<file path="src/rtl/gf32_pkg.sv">
package gf32_pkg;
  typedef struct packed {
    logic crc_en;
    logic msb_first;
    logic prng_en;
    logic ent_en;
  } gf_ctl_t;
endpackage

</file>
<file path="src/rtl/gf32_ctrl.sv">
module gf32_ctrl
  import gf32_pkg::*;
(
  input  logic    clk,
  input  logic    rst_n,
  input  logic    we,
  input  logic    crc_req,
  input  logic    msb_req,
  input  logic    prng_req,
  input  logic    ent_req,
  output gf_ctl_t ctl
);
  always_ff @(posedge clk or negedge rst_n) begin
    if (!rst_n) begin
      ctl <= '0;
    end else if (we) begin
      ctl.crc_en    <= crc_req & ~prng_req;
      ctl.msb_first <= msb_req;
      ctl.prng_en   <= prng_req;
      ctl.ent_en    <= ent_req;
    end
  end
endmodule

</file>
<file path="src/rtl/gf32_bitrev.sv">
module gf32_bitrev #(
  parameter int W = 32
) (
  input  logic [W-1:0] a,
  output logic [W-1:0] y
);
  for (genvar i = 0; i < W; i++) begin : g_rev
    assign y[i] = a[W-1-i];
  end
endmodule

</file>
<file path="src/rtl/gf32_step_chain.sv">
module gf32_step_chain #(
  parameter int W      = 32,
  parameter int STEPS  = 32,
  parameter int BYTE_W = 8
) (
  input  logic [W-1:0]     s_in,
  input  logic [W-1:0]     poly,
  input  logic [STEPS-1:0] d,
  input  logic             e0,
  output logic [W-1:0]     s_one,
  output logic [W-1:0]     s_byte,
  output logic [W-1:0]     s_all,
  output logic [STEPS-1:0] fb
);
  logic [W-1:0] st [STEPS+1];

  assign st[0] = s_in;

  for (genvar i = 0; i < STEPS; i++) begin : g_step
    logic mix;
    if (i == 0) begin : g_first
      assign mix = e0;
    end else begin : g_rest
      assign mix = 1'b0;
    end
    assign fb[i]   = st[i][0] ^ d[i] ^ mix;
    assign st[i+1] = {1'b0, st[i][W-1:1]} ^ (fb[i] ? poly : '0);
  end

  assign s_one  = st[1];
  assign s_byte = st[BYTE_W];
  assign s_all  = st[STEPS];
endmodule

</file>
<file path="src/rtl/gf32_engine.sv">
module gf32_engine
  import gf32_pkg::*;
#(
  parameter int             W          = 32,
  parameter int             BYTE_W     = 8,
  parameter logic [W-1:0]   POLY_INIT  = 32'hEDB88320,
  parameter logic [W-1:0]   STATE_INIT = 32'hFFFFFFFF
) (
  input  logic              clk,
  input  logic              rst_n,
  input  logic              cfg_we,
  input  logic              cfg_crc_en,
  input  logic              cfg_msb_first,
  input  logic              cfg_prng_en,
  input  logic              cfg_ent_en,
  input  logic              poly_we,
  input  logic [W-1:0]      poly_wdata,
  output logic [W-1:0]      poly_rdata,
  input  logic              state_we,
  input  logic [W-1:0]      state_wdata,
  output logic [W-1:0]      state_rdata,
  input  logic              in_valid,
  output logic              in_ready,
  input  logic [W-1:0]      in_data,
  input  logic              in_word,
  input  logic              ent_bit,
  output logic              rnd_valid,
  input  logic              rnd_ready,
  output logic [BYTE_W-1:0] rnd_data,
  output logic              rnd_wide
);
  localparam int FILL = W - BYTE_W;

  gf_ctl_t      ctl;
  logic [W-1:0] poly_q, st_q;
  logic [W-1:0] poly_w_rev, st_w_rev, poly_q_rev, st_q_rev;
  logic [W-1:0] word_rev, byte_rev;
  logic [W-1:0] chain_d;
  logic [W-1:0] s_one, s_byte, s_all;
  logic [W-1:0] fb;
  logic         e0, crc_take, rnd_take;

  gf32_ctrl u_ctrl (
    .clk(clk), .rst_n(rst_n), .we(cfg_we),
    .crc_req(cfg_crc_en), .msb_req(cfg_msb_first),
    .prng_req(cfg_prng_en), .ent_req(cfg_ent_en), .ctl(ctl)
  );

  gf32_bitrev #(.W(W)) u_rev_pw (.a(poly_wdata),  .y(poly_w_rev));
  gf32_bitrev #(.W(W)) u_rev_sw (.a(state_wdata), .y(st_w_rev));
  gf32_bitrev #(.W(W)) u_rev_pq (.a(poly_q),      .y(poly_q_rev));
  gf32_bitrev #(.W(W)) u_rev_sq (.a(st_q),        .y(st_q_rev));
  gf32_bitrev #(.W(W)) u_rev_dw (.a(in_data),     .y(word_rev));
  gf32_bitrev #(.W(W)) u_rev_db (.a({in_data[BYTE_W-1:0], {FILL{1'b0}}}), .y(byte_rev));

  assign poly_rdata  = ctl.msb_first ? poly_q_rev : poly_q;
  assign state_rdata = ctl.msb_first ? st_q_rev   : st_q;

  // data bits in consumption order, step 0 first; zero outside checksum mode
  always_comb begin
    chain_d = '0;
    if (ctl.crc_en) begin
      if (in_word)
        chain_d = ctl.msb_first ? word_rev : in_data;
      else
        chain_d = {{FILL{1'b0}},
                   ctl.msb_first ? byte_rev[BYTE_W-1:0] : in_data[BYTE_W-1:0]};
    end
  end

  assign e0 = ctl.prng_en & ctl.ent_en & ent_bit;

  gf32_step_chain #(.W(W), .STEPS(W), .BYTE_W(BYTE_W)) u_chain (
    .s_in(st_q), .poly(poly_q), .d(chain_d), .e0(e0),
    .s_one(s_one), .s_byte(s_byte), .s_all(s_all), .fb(fb)
  );

  assign in_ready  = ctl.crc_en;
  assign rnd_valid = ctl.prng_en | ctl.ent_en;
  assign rnd_wide  = ctl.prng_en & ~ctl.ent_en;
  assign crc_take  = in_valid & in_ready;
  assign rnd_take  = rnd_valid & rnd_ready & ctl.prng_en;

  always_comb begin
    rnd_data = '0;
    if (ctl.prng_en && !ctl.ent_en)
      rnd_data = fb[BYTE_W-1:0];
    else if (ctl.prng_en)
      rnd_data[0] = fb[0];
    else if (ctl.ent_en)
      rnd_data[0] = ent_bit;
  end

  always_ff @(posedge clk or negedge rst_n) begin
    if (!rst_n) begin
      poly_q <= POLY_INIT;
      st_q   <= STATE_INIT;
    end else begin
      if (poly_we)
        poly_q <= ctl.msb_first ? poly_w_rev : poly_wdata;
      if (state_we)
        st_q <= ctl.msb_first ? st_w_rev : state_wdata;
      else if (crc_take)
        st_q <= in_word ? s_all : s_byte;
      else if (rnd_take)
        st_q <= ctl.ent_en ? s_one : s_byte;
    end
  end
endmodule

</file>
<file path="config.mk">
export PLATFORM = sky130hd
export DESIGN_NAME = gf32_engine
export DESIGN_NICKNAME = d
export VERILOG_FILES = /design/src/rtl/gf32_pkg.sv /design/src/rtl/gf32_ctrl.sv /design/src/rtl/gf32_bitrev.sv /design/src/rtl/gf32_step_chain.sv /design/src/rtl/gf32_engine.sv
export SDC_FILE = /design/constraint.sdc
export NUM_CORES = 1
export LEC_CHECK = 0
export CAP_MARGIN = 20
export CORE_MARGIN = 1
export CORE_UTILIZATION = 51
export CTS_CLUSTER_DIAMETER = 60
export DETAILED_ROUTE_END_ITERATION = 6
export PLACE_DENSITY_LB_ADDON = 0.1
export SETUP_SLACK_MARGIN = 0.4
export SYNTH_ARGS = -nofsm -noshare
export SYNTH_HDL_FRONTEND = slang
export SYNTH_SLANG_ARGS = --single-unit
</file>
<file path="constraint.sdc">
create_clock -name clk -period 16.15 [get_ports clk]
set_clock_uncertainty 0.2 [all_clocks]
set_input_delay 1.615 -clock clk [delete_from_list [all_inputs] [get_ports clk]]
set_output_delay 1.615 -clock clk [all_outputs]
set_load 0.1 [all_outputs]
</file>
==> reports/qor.txt <==
status -> completed
row cnt -> 80
DIE WIDTH -> 221 um
hold_sp -> st_q[31]
Mapped Nets -> 3717
Setup crit start kind -> primary input
total I/O pin count -> 184
final setup TNS -> 0 ps
die area -> 49000 um^2
largest net degree at the start of global routing -> 74
routability cong. -> 1.02
CP startpoint -> ent_bit
max-slew violations -> 0
max frequency -> 65.5 MHz
CTS HTree Levels -> 3
number of global-route vias before repair -> 24900
Critical Path Fanout Max -> 43
Relative slew margins -> 28.8%
kind of critical path -> in -> reg
post-synth cell types -> 104
global route overflow -> 0
via count -> 27000
max-cap violations -> 0
final worst-path cycle share -> 94.6%
Starting Density -> 51.6%
area delta synth->final -> 15.3%
DP Wirelength -> 76.3 mm
Final setup viols -> 0
Worst R2R Start -> poly_q[0]
Slew @ Worst Pin -> 1060 ps
hold slack -> 382 ps
share of layout cells above drive strength 1 -> 13.4%
TritonCTS clock tree -> yes
Synthesis Warnings -> 0
routed wire length -> 105 mm
Post-synth ARST share -> 100%
WP buf/inv -> 6
DRC -> 0
top cell type's share of synthesized area -> 27.9%
First-pass DRT Iterations -> 6
Main synth FF type -> dfstp_2
first-pass GRT wire length -> 157 mm
DR vias/cell -> 6.33
Tightest Hold Check Type -> reg -> reg
final net count -> 3759
Yosys reg bits -> 68
DR iter-0 viols -> 3241
EDFF count, synth -> 0
WL/cell -> 24.7 um
TritonCTS Buffers -> 9
post-route ant nets -> 0
sequential share of the synthesized area -> 7.16%
Port Buf Inserts -> 183
Reg clk slew, reported paths -> 60 ps
ranking of synthesized cells by area -> xnor2_1, nand2_1, dfstp_2
Worst Path Required -> 16230 ps
CP dominant cell by count -> buf_4
RSZ-0062 raised after global routing -> false
core outline area -> 47600 um^2
sequential cell area -> 1770 um^2
CP max stage delay -> 560 ps
Worst-Skew Late Latency -> 360 ps
Num Clock Sinks -> 68
fill count -> 4499
crit-path leading delay family -> simple AND/OR/NAND/NOR gates
minimum clock period after layout -> 15280 ps
Fin. Hold Viols -> 0
die height -> 221 um
Synth Instances -> 3608
critical-path cell with the highest stage delay -> or4_1
CP Capture Type -> flip-flop
Avg Inst Size Synth -> 6.81 um^2
Mapped Area -> 24600 um^2
initial antenna violation count -> 5
critical path data arrival time -> 15350 ps
maximum buffer depth of the clock tree -> 2
root buf cell -> clkbuf_16
GRT Total Usage -> 41.3%
multi-input logic area -> 22000 um^2
post-synth top area cell -> xnor2_1
## worst paths after layout
| check | slack (ps) | cells past startpoint | end |
|---|---|---|---|
| setup / recovery | 870 | 51 | st_q[5] |
| hold / removal | 380 | 2 | st_q[31] |
| setup reg to reg | 1480 | 49 | st_q[5] |
| hold reg to reg | 380 | 2 | st_q[31] |
| max in group asynchronous | 13630 | 2 | u_ctrl.ctl[2] |
| min in group asynchronous | 880 | 1 | u_ctrl.ctl[0] |
## flip-flops by register name (all words and copies together), names as in the netlist
| register | count |
|---|---|
| st_q | 32 |
| poly_q | 32 |
| u_ctrl.ctl | 4 |
## tightest hold or removal path, stage by stage (launching register included)
cell,delay [ps]
dfstp_2,420
nor2_1,120
a21oi_1,50
## kinds of logic after synthesis
kind of cell | share of synthesized area (%)
flops | 7.16
xor+xnor | 36.3
mux | 7.70
simple gates | 24.2
buf+inv | 6.00
compound gates | 18.7
## repair_timing
action                     4_1_cts  5_1_grt
pin swaps                        3       24
hold buffers                     0        0
gates resized for setup         11      112
setup buffers                    2       22
setup endpoints to repair       25       32
## cell usage after synthesis (43+ instances only)
master / count
xor2_1: 74
dfstp_2: 46
xnor3_1: 53
xnor2_1: 782
nor2_1: 246
nand3_1: 43
mux2i_1: 99
o21ai_0: 133
clkbuf_1: 256
nand2_1: 935
buf_1: 52
mux2_2: 79
a21oi_1: 147
## metrics by stage
| stage | instance area (um^2) | util (%) | std cells | setup slack (ps) |
|---|---|---|---|---|
| 2_1_floorplan | 24600 | - | 3608 | 1460 |
| 3_3_place_gp | 27200 | 57.1 | 4228 | 170 |
| 3_5_place_dp | 27200 | 57.2 | 4230 | -115 |
| 4_1_cts | 27600 | 58.0 | 4248 | 409 |
| 5_1_grt | 28300 | 59.5 | 4270 | 295 |
| 6_report | 28300 | 59.5 | 4271 | 873 |
## cell type report
cell class                 count  area share (%)
tap                          615            2.72
clock buffer                   9           0.795
sequential                    68            6.25
multi-input combinational   3166            77.6
clock inverter                 7           0.269
antenna                        1         0.00883
inverter                      26           0.344
timing repair buffer         379            12.0
## routing by layer
layer | GRT usage [%] | vias up | routed length [um]
met2 | 67.3 | 1595 | 47500
li1 | - | 12200 | -
met3 | 6.40 | 364 | 10400
met1 | 52.3 | 12900 | 40600
met5 | 0 | - | 23
met4 | 22.6 | 4 | 6960
## layout by cell type (no fill, tap or decap), types with 15 or more instances in the layout
cell type and instances:
dfrtp_1 17, o21ai_0 131, nor3b_1 15, xnor3_1 49, nand3_1 40, nor2_1 241, xor2_1 64, inv_1 20
o22ai_1 16, nor3_1 31, mux2i_1 92, o211ai_1 21, a211oi_1 23, o21a_1 16, a32oi_1 40, mux2_2 79
xnor2_1 767, and3_1 16, a21oi_1 140, buf_4 183, a22oi_1 16, nand2_1 930, clkdlybuf4s50_1 180, o21ai_1 18
nand4_1 21, and2_1 15, o31ai_1 17, dfstp_2 46, a22o_1 25
Power is left out: the tool's default activity adds up to more than one toggle a clock period on the data nets, which glitch-free logic cannot reach.
